File: config.mk
export PLATFORM = sky130hd
export DESIGN_NAME = rxq_dma_event
export DESIGN_NICKNAME = d
export VERILOG_FILES = /design/src/rtl/rxq_pkg.sv /design/src/rtl/rxq_store.sv /design/src/rtl/rxq_chunk_count.sv /design/src/rtl/rxq_event_track.sv /design/src/rtl/rxq_dma_event.sv
export SDC_FILE = /design/constraint.sdc
export NUM_CORES = 2
export LEC_CHECK = 0
export BUFFER_PORTS_ARGS = -buffer_cell sky130_fd_sc_hd__buf_4
export CELL_PAD_IN_SITES_DETAIL_PLACEMENT = 2
export CELL_PAD_IN_SITES_GLOBAL_PLACEMENT = 2
export CORE_ASPECT_RATIO = 0.7
export CORE_MARGIN = 2
export CORE_UTILIZATION = 25
export DETAILED_ROUTE_END_ITERATION = 8
export PLACE_DENSITY_LB_ADDON = 0.1
export SLEW_MARGIN = 20
export SYNTH_ARGS = -nofsm -noshare
export SYNTH_HDL_FRONTEND = slang
export SYNTH_SLANG_ARGS = --single-unit
File: constraint.sdc
create_clock -name clk -period 3.89 [get_ports clk]
set_clock_uncertainty 0.1 [all_clocks]
set_input_delay 0.389 -clock clk [delete_from_list [all_inputs] [get_ports clk]]
set_output_delay 0.389 -clock clk [all_outputs]
set_load 0.1 [all_outputs]
File: src/rtl/rxq_pkg.sv
// Package: shared constants for the receive FIFO request block.
// Assumes: threshold field is always 8 bits wide regardless of depth.
package rxq_pkg;
    localparam int THR_W   = 8;
    localparam int N_SIDES = 2;
    localparam int SIDE_WR = 0;
    localparam int SIDE_RD = 1;
endpackage

File: src/rtl/rxq_store.sv
// Module: circular word store with occupancy count.
// Assumes: push is refused when full, pop is refused when empty; a pop and a
// push in one cycle are both honoured if each is legal on the entry state.
module rxq_store #(
    parameter int DEPTH  = 64,
    parameter int DATA_W = 32,
    localparam int AW    = (DEPTH > 1) ? $clog2(DEPTH) : 1,
    localparam int CW    = $clog2(DEPTH + 1)
) (
    input  logic              clk,
    input  logic              rst_n,
    input  logic              clear,
    input  logic              push_req,
    input  logic [DATA_W-1:0] push_data,
    input  logic              pop_req,
    output logic [DATA_W-1:0] head_data,
    output logic [CW-1:0]     count,
    output logic              push_ok,
    output logic              pop_ok,
    output logic              drop
);
    logic [DATA_W-1:0] mem [DEPTH];
    logic [AW-1:0]     wptr, rptr;
    logic              full, empty;

    assign full      = (count == CW'(DEPTH));
    assign empty     = (count == '0);
    assign push_ok   = push_req && !full;
    assign pop_ok    = pop_req && !empty;
    assign drop      = push_req && full;
    assign head_data = mem[rptr];

    // Purpose: advance a pointer with wrap at DEPTH.
    function automatic logic [AW-1:0] bump(input logic [AW-1:0] p);
        return (p == AW'(DEPTH - 1)) ? '0 : p + AW'(1);
    endfunction

    // Purpose: store accepted words.
    always_ff @(posedge clk) begin
        if (push_ok) mem[wptr] <= push_data;
    end

    // Purpose: move pointers and occupancy.
    always_ff @(posedge clk) begin
        if (!rst_n || clear) begin
            wptr  <= '0;
            rptr  <= '0;
            count <= '0;
        end else begin
            if (push_ok) wptr <= bump(wptr);
            if (pop_ok)  rptr <= bump(rptr);
            case ({push_ok, pop_ok})
                2'b10:   count <= count + CW'(1);
                2'b01:   count <= count - CW'(1);
                default: count <= count;
            endcase
        end
    end
endmodule

File: src/rtl/rxq_chunk_count.sv
// Module: counts accepted transfers and pulses when a threshold group completes.
// Assumes: thr is already clamped to 1..DEPTH; a lowered threshold below the
// running count completes the group on the next transfer.
module rxq_chunk_count #(
    parameter int DEPTH = 64,
    localparam int CW   = $clog2(DEPTH + 1)
) (
    input  logic          clk,
    input  logic          rst_n,
    input  logic          clear,
    input  logic          step,
    input  logic [CW-1:0] thr,
    output logic          done
);
    logic [CW-1:0] cnt;
    logic [CW:0]   nxt;

    assign nxt  = {1'b0, cnt} + (CW + 1)'(1);
    assign done = step && (nxt >= {1'b0, thr});

    // Purpose: running count within the current group.
    always_ff @(posedge clk) begin
        if (!rst_n || clear)  cnt <= '0;
        else if (done)        cnt <= '0;
        else if (step)        cnt <= nxt[CW-1:0];
    end
endmodule

File: src/rtl/rxq_event_track.sv
// Module: owed-request counter; request is high while any group is owed.
// Assumes: read groups never outnumber write groups; floor at zero anyway.
module rxq_event_track #(
    parameter int DEPTH = 64,
    localparam int CW   = $clog2(DEPTH + 1)
) (
    input  logic clk,
    input  logic rst_n,
    input  logic clear,
    input  logic add,
    input  logic sub,
    output logic req
);
    logic [CW-1:0] owed;

    assign req = (owed != '0);

    // Purpose: net the set and clear events; coincident ones cancel.
    always_ff @(posedge clk) begin
        if (!rst_n || clear) begin
            owed <= '0;
        end else begin
            case ({add, sub})
                2'b10:   if (owed != CW'(DEPTH)) owed <= owed + CW'(1);
                2'b01:   if (owed != '0)         owed <= owed - CW'(1);
                default: owed <= owed;
            endcase
        end
    end
endmodule

File: src/rtl/rxq_dma_event.sv
// Module: receive FIFO with threshold DMA request and sticky overflow.
// Assumes: one word per cycle per side; thr_cfg may change at any time and
// takes effect on the next transfer.
module rxq_dma_event #(
    parameter int DEPTH  = 64,
    parameter int DATA_W = 32,
    localparam int CW    = $clog2(DEPTH + 1)
) (
    input  logic                     clk,
    input  logic                     rst_n,
    input  logic                     enable,
    input  logic [rxq_pkg::THR_W-1:0] thr_cfg,
    input  logic                     wr_valid,
    input  logic [DATA_W-1:0]        wr_data,
    input  logic                     rd_en,
    output logic [DATA_W-1:0]        rd_data,
    output logic [CW-1:0]            level,
    output logic                     dma_req,
    output logic                     ovf_flag,
    input  logic                     ovf_clr
);
    import rxq_pkg::*;

    logic          clear;
    logic [CW-1:0] thr_eff;
    logic          push_ok, pop_ok, drop;
    logic          steps [N_SIDES];
    logic          dones [N_SIDES];
    logic          wr_done, rd_done;

    assign clear = !enable;

    // Purpose: clamp the programmed threshold into 1..DEPTH.
    always_comb begin
        if (thr_cfg == '0)              thr_eff = CW'(1);
        else if (int'(thr_cfg) > DEPTH) thr_eff = CW'(DEPTH);
        else                            thr_eff = CW'(thr_cfg);
    end

    rxq_store #(.DEPTH(DEPTH), .DATA_W(DATA_W)) u_store (
        .clk       (clk),
        .rst_n     (rst_n),
        .clear     (clear),
        .push_req  (wr_valid && enable),
        .push_data (wr_data),
        .pop_req   (rd_en && enable),
        .head_data (rd_data),
        .count     (level),
        .push_ok   (push_ok),
        .pop_ok    (pop_ok),
        .drop      (drop)
    );

    assign steps[SIDE_WR] = push_ok;
    assign steps[SIDE_RD] = pop_ok;

    for (genvar s = 0; s < N_SIDES; s++) begin : g_side
        rxq_chunk_count #(.DEPTH(DEPTH)) u_chunk (
            .clk   (clk),
            .rst_n (rst_n),
            .clear (clear),
            .step  (steps[s]),
            .thr   (thr_eff),
            .done  (dones[s])
        );
    end

    assign wr_done = dones[SIDE_WR];
    assign rd_done = dones[SIDE_RD];

    rxq_event_track #(.DEPTH(DEPTH)) u_track (
        .clk   (clk),
        .rst_n (rst_n),
        .clear (clear),
        .add   (wr_done),
        .sub   (rd_done),
        .req   (dma_req)
    );

    // Purpose: sticky overflow; a new drop wins over a same-cycle clear.
    always_ff @(posedge clk) begin
        if (!rst_n)       ovf_flag <= 1'b0;
        else if (drop)    ovf_flag <= 1'b1;
        else if (ovf_clr) ovf_flag <= 1'b0;
    end
endmodule

==> impl_results.md <==
* Status: finished with violations
* GRT Total Usage at approximately 16%
* Pins Over Slew Limit at 0
* Largest net degree at the start of global routing at 65
* Vias per cell at 4.59
* Top cells by area, synth: edfxtp_1, mux4_2, dfxtp_1
* R2R Setup Slk at 0.17 ns
* #FFs+latches synth at roughly 2100
* Fin Hold WS at 0.106 ns
* Non-Filler Instances at about 8600
* Fin crit share at 105%
* Post-layout util at 31.3%
* CTS tree: done
* H-tree Lvls at 4
* Required @ worst endpoint at approximately 3.4 ns
* Top delay family on crit path: multiplexers
* Ys flop type: edfxtp_1
* Crit path max fanout at 8
* Largest area contributor in the netlist: edfxtp_1
* Worst skew pair latency at 0.91 ns
* Total Die Area at 328000 µm²
* CP Cell Sequence: buf_12, buf_16, buf_16, buf_12, buf_4, mux4_2, mux4_2, a22oi_2, nand2_4, buf_12
* Kind of critical path: reg2out
* Crit. End Element: output pin
* Cells after Synth at 3473
* Count of final setup violators at 32
* Static leakage at 30.1 nW
* WP depth at 10
* Syn nets at 3550
* Die height at approximately 480 µm
* Layout area overhead at 24.5%
* Initial antenna violation count at 17
* CP bufs+invs at 6
* Final global-route overflow total at 0
* Port Buffers at 86
* Failing checks: setup timing
* Final HPWL DP at roughly 150000 µm
* Syn_area_per_cell at 23.2 µm²
* Tmin final at between 4 and 5 ns
* R2R depth at 19
* Sequential share of the synthesized area at 77.3%
* Post-route cell area at 101000 µm²
* Setup ws final at -0.208 ns
* Ratio of cells with drive above 1 in the final layout at 37.6%
* Clock sink count at 2095
* First-pass GRT wire length at 365000 µm
* CTS Buf Count at 227
* Post-Place Cells at 7951
* Max Cap Viol at 0
* Synth async-reset ratio at 0%
* Max VDD drop at 0.419 mV
* CTS Buffer Depth at 4
* RSZ-0062 raised after global routing: yes
* Post-route ant nets at 0
* Crit-path max cell delay at 0.52 ns
* Vias in the first global route at 42636
* Drt pass-1 iters at 5
* DR vias at 39351
* Routed WL at 266000 µm
* Synth top area share at 76.2%
* Critical Path End: rd_data[20]
* Placed inst area at 89400 µm²
* Worst-margin pin slew at 1.07 ns
* Chip Width at 683 µm
* Worst hold path type: in2reg
* Max Freq at 0.244 GHz
* CP max-delay cell: mux4_2
* Hold_sp: wr_valid
* Detailed-route wire length per cell at about 31 µm
* Layout Nets at about 4200
* Cell Rows at 174
* Ys Warns at 0
* Post-synth EDFFs at between 2000 and 2500
* Slew Limit Headroom at 28.6%
* DR DRC count at 0
* FF-to-FF End: u_track.owed[6]$_SDFFE_PP0P_
* Worst path arrival time at between 3 and 4 ns
* Core footprint at 321000 µm²
* Power density cells at 460 nW/µm²
* Startpoint types: flop
* R2r startpoint: g_side[0].u_chunk.cnt[0]$_SDFFE_PP0P_
* Initial Utilization at 25.1%
* Most frequent CP cell: buf_12
* Distinct cells, synth at 55
* CTS clk-pin slew, worst paths at 0.07 ns
* Final Hold Fails at 0
* Synthesized cell area at 80700 µm²
* Most common cell after layout, fill and taps aside: edfxtp_1
* Starting DRT DRC Count at 3193
* CTS root buffer: clkbuf_16
* I/O pin count at 87
* Leading cell types in the layout, fill and taps excluded: edfxtp_1, mux4_2, buf_4
* GPL Wtd Cong at 0.694
## per-stage QoR
step	worst slack [ns]	total power, mW	TNS, ns
after floorplan	-0.212	25.6	-196.32
after global placement	-0.475	26.2	-1.35
after detailed placement	-0.493	26.2	-1.36
after CTS	-0.337	47.1	-7.96
after global routing	-0.329	47.9	-7.89
final	-0.208	46.3	-3.61
## report_power, final
| part | total, mW | internal [mW] | switching, mW |
|---|---|---|---|
| logic | 1.01 | 0.290 | 0.722 |
| clock network | 20.5 | 11.3 | 9.14 |
| registers | 24.8 | 24.8 | 0.00877 |
## what timing repair did
action / 4_1_cts / 5_1_grt
cloned: 31 / 17
gates resized for setup: 223 / 118
buffers inserted: 68 / 62
hold buffers: 36 / 0
setup endpoints to repair: 36 / 35
endpoints found under the hold margin: 1770 / 0
pin swaps: 28 / 39
## kinds of logic after synthesis
group / Yosys count / share of synthesized area (%)
AO/OA/AOI/OAI: 160 / 1.36
AND/OR/NAND/NOR: 290 / 1.65
flip-flops: 2095 / 77.3
multiplexers: 665 / 17.6
buffers and inverters: 195 / 1.19
XOR/XNOR: 37 / 0.401
adder cells (fa/ha/maj): 31 / 0.499
## worst min-delay path by stage
stage,to,depth (start not counted)
3_5_place_dp,g_side[1].u_chunk.cnt[1]$_SDFFE_PP0P_,2
3_3_place_gp,g_side[1].u_chunk.cnt[1]$_SDFFE_PP0P_,2
2_1_floorplan,u_track.owed[3]$_SDFFE_PP0P_,2
5_1_grt,g_side[0].u_chunk.cnt[1]$_SDFFE_PP0P_,6
6_report,g_side[0].u_chunk.cnt[1]$_SDFFE_PP0P_,6
4_1_cts,g_side[0].u_chunk.cnt[1]$_SDFFE_PP0P_,6
## Yosys cell counts (3+ instances only)
| cell type | number |
|---|---|
| xor2_1 | 17 |
| xnor2_1 | 20 |
| mux2i_1 | 63 |
| o211ai_1 | 20 |
| nor2b_1 | 7 |
| a21o_1 | 3 |
| or3_1 | 3 |
| buf_6 | 15 |
| o22ai_1 | 42 |
| a21oi_1 | 20 |
| buf_2 | 61 |
| nor3_1 | 9 |
| edfxtp_1 | 2048 |
| inv_1 | 14 |
| o21ai_0 | 10 |
| or2_2 | 5 |
| buf_4 | 11 |
| o21a_1 | 8 |
| ha_1 | 29 |
| nand2_1 | 49 |
| nand2b_1 | 24 |
| nor2_1 | 138 |
| nand3b_1 | 5 |
| clkbuf_1 | 77 |
| nand4_1 | 5 |
| nand3_1 | 32 |
| and2_1 | 5 |
| dfxtp_1 | 47 |
| mux4_2 | 600 |
| a22oi_1 | 43 |
| buf_1 | 15 |
## layer usage
layer | part of all wire (%) | track usage (%) | wire (µm) | up-vias
met5 | 0.0079 | 0 | 21 | -
met4 | 1.8 | 3.12 | 4790 | 4
met3 | 3.3 | 2.31 | 8920 | 286
met2 | 45 | 24.6 | 120000 | 631
met1 | 50 | 23.9 | 133000 | 22330
li1 | - | - | - | 16100
## tightest hold or removal path: stages
cell and delay, ns:
buf_4 0.11, nand2_1 0.12, a31oi_4 0.08, buf_4 0.22
nand2_1 0.10, a21oi_1 0.05
## registers in the layout (all words and copies together) (netlist names), named ones only
register,flops
ovf_flag,1
u_store.count,7
g_side.u_chunk.cnt,14
u_store.rptr,6
u_store.mem,2048
u_store.wptr,6
u_track.owed,7
## area by class of cell
| class | count | area, µm² |
|---|---|---|
| Multi-Input combinational cell | 1183 | 18500 |
| Timing Repair Buffer | 553 | 7360 |
| Inverter | 16 | 63.8 |
| Clock buffer | 302 | 6050 |
| Sequential cell | 2095 | 62500 |
| Tap cell | 4312 | 5400 |
| Antenna cell | 6 | 15.0 |
| Fill cell | 31524 | 221000 |
| Clock inverter | 99 | 674 |
No activity file was read; power rests on OpenSTA's default activity.
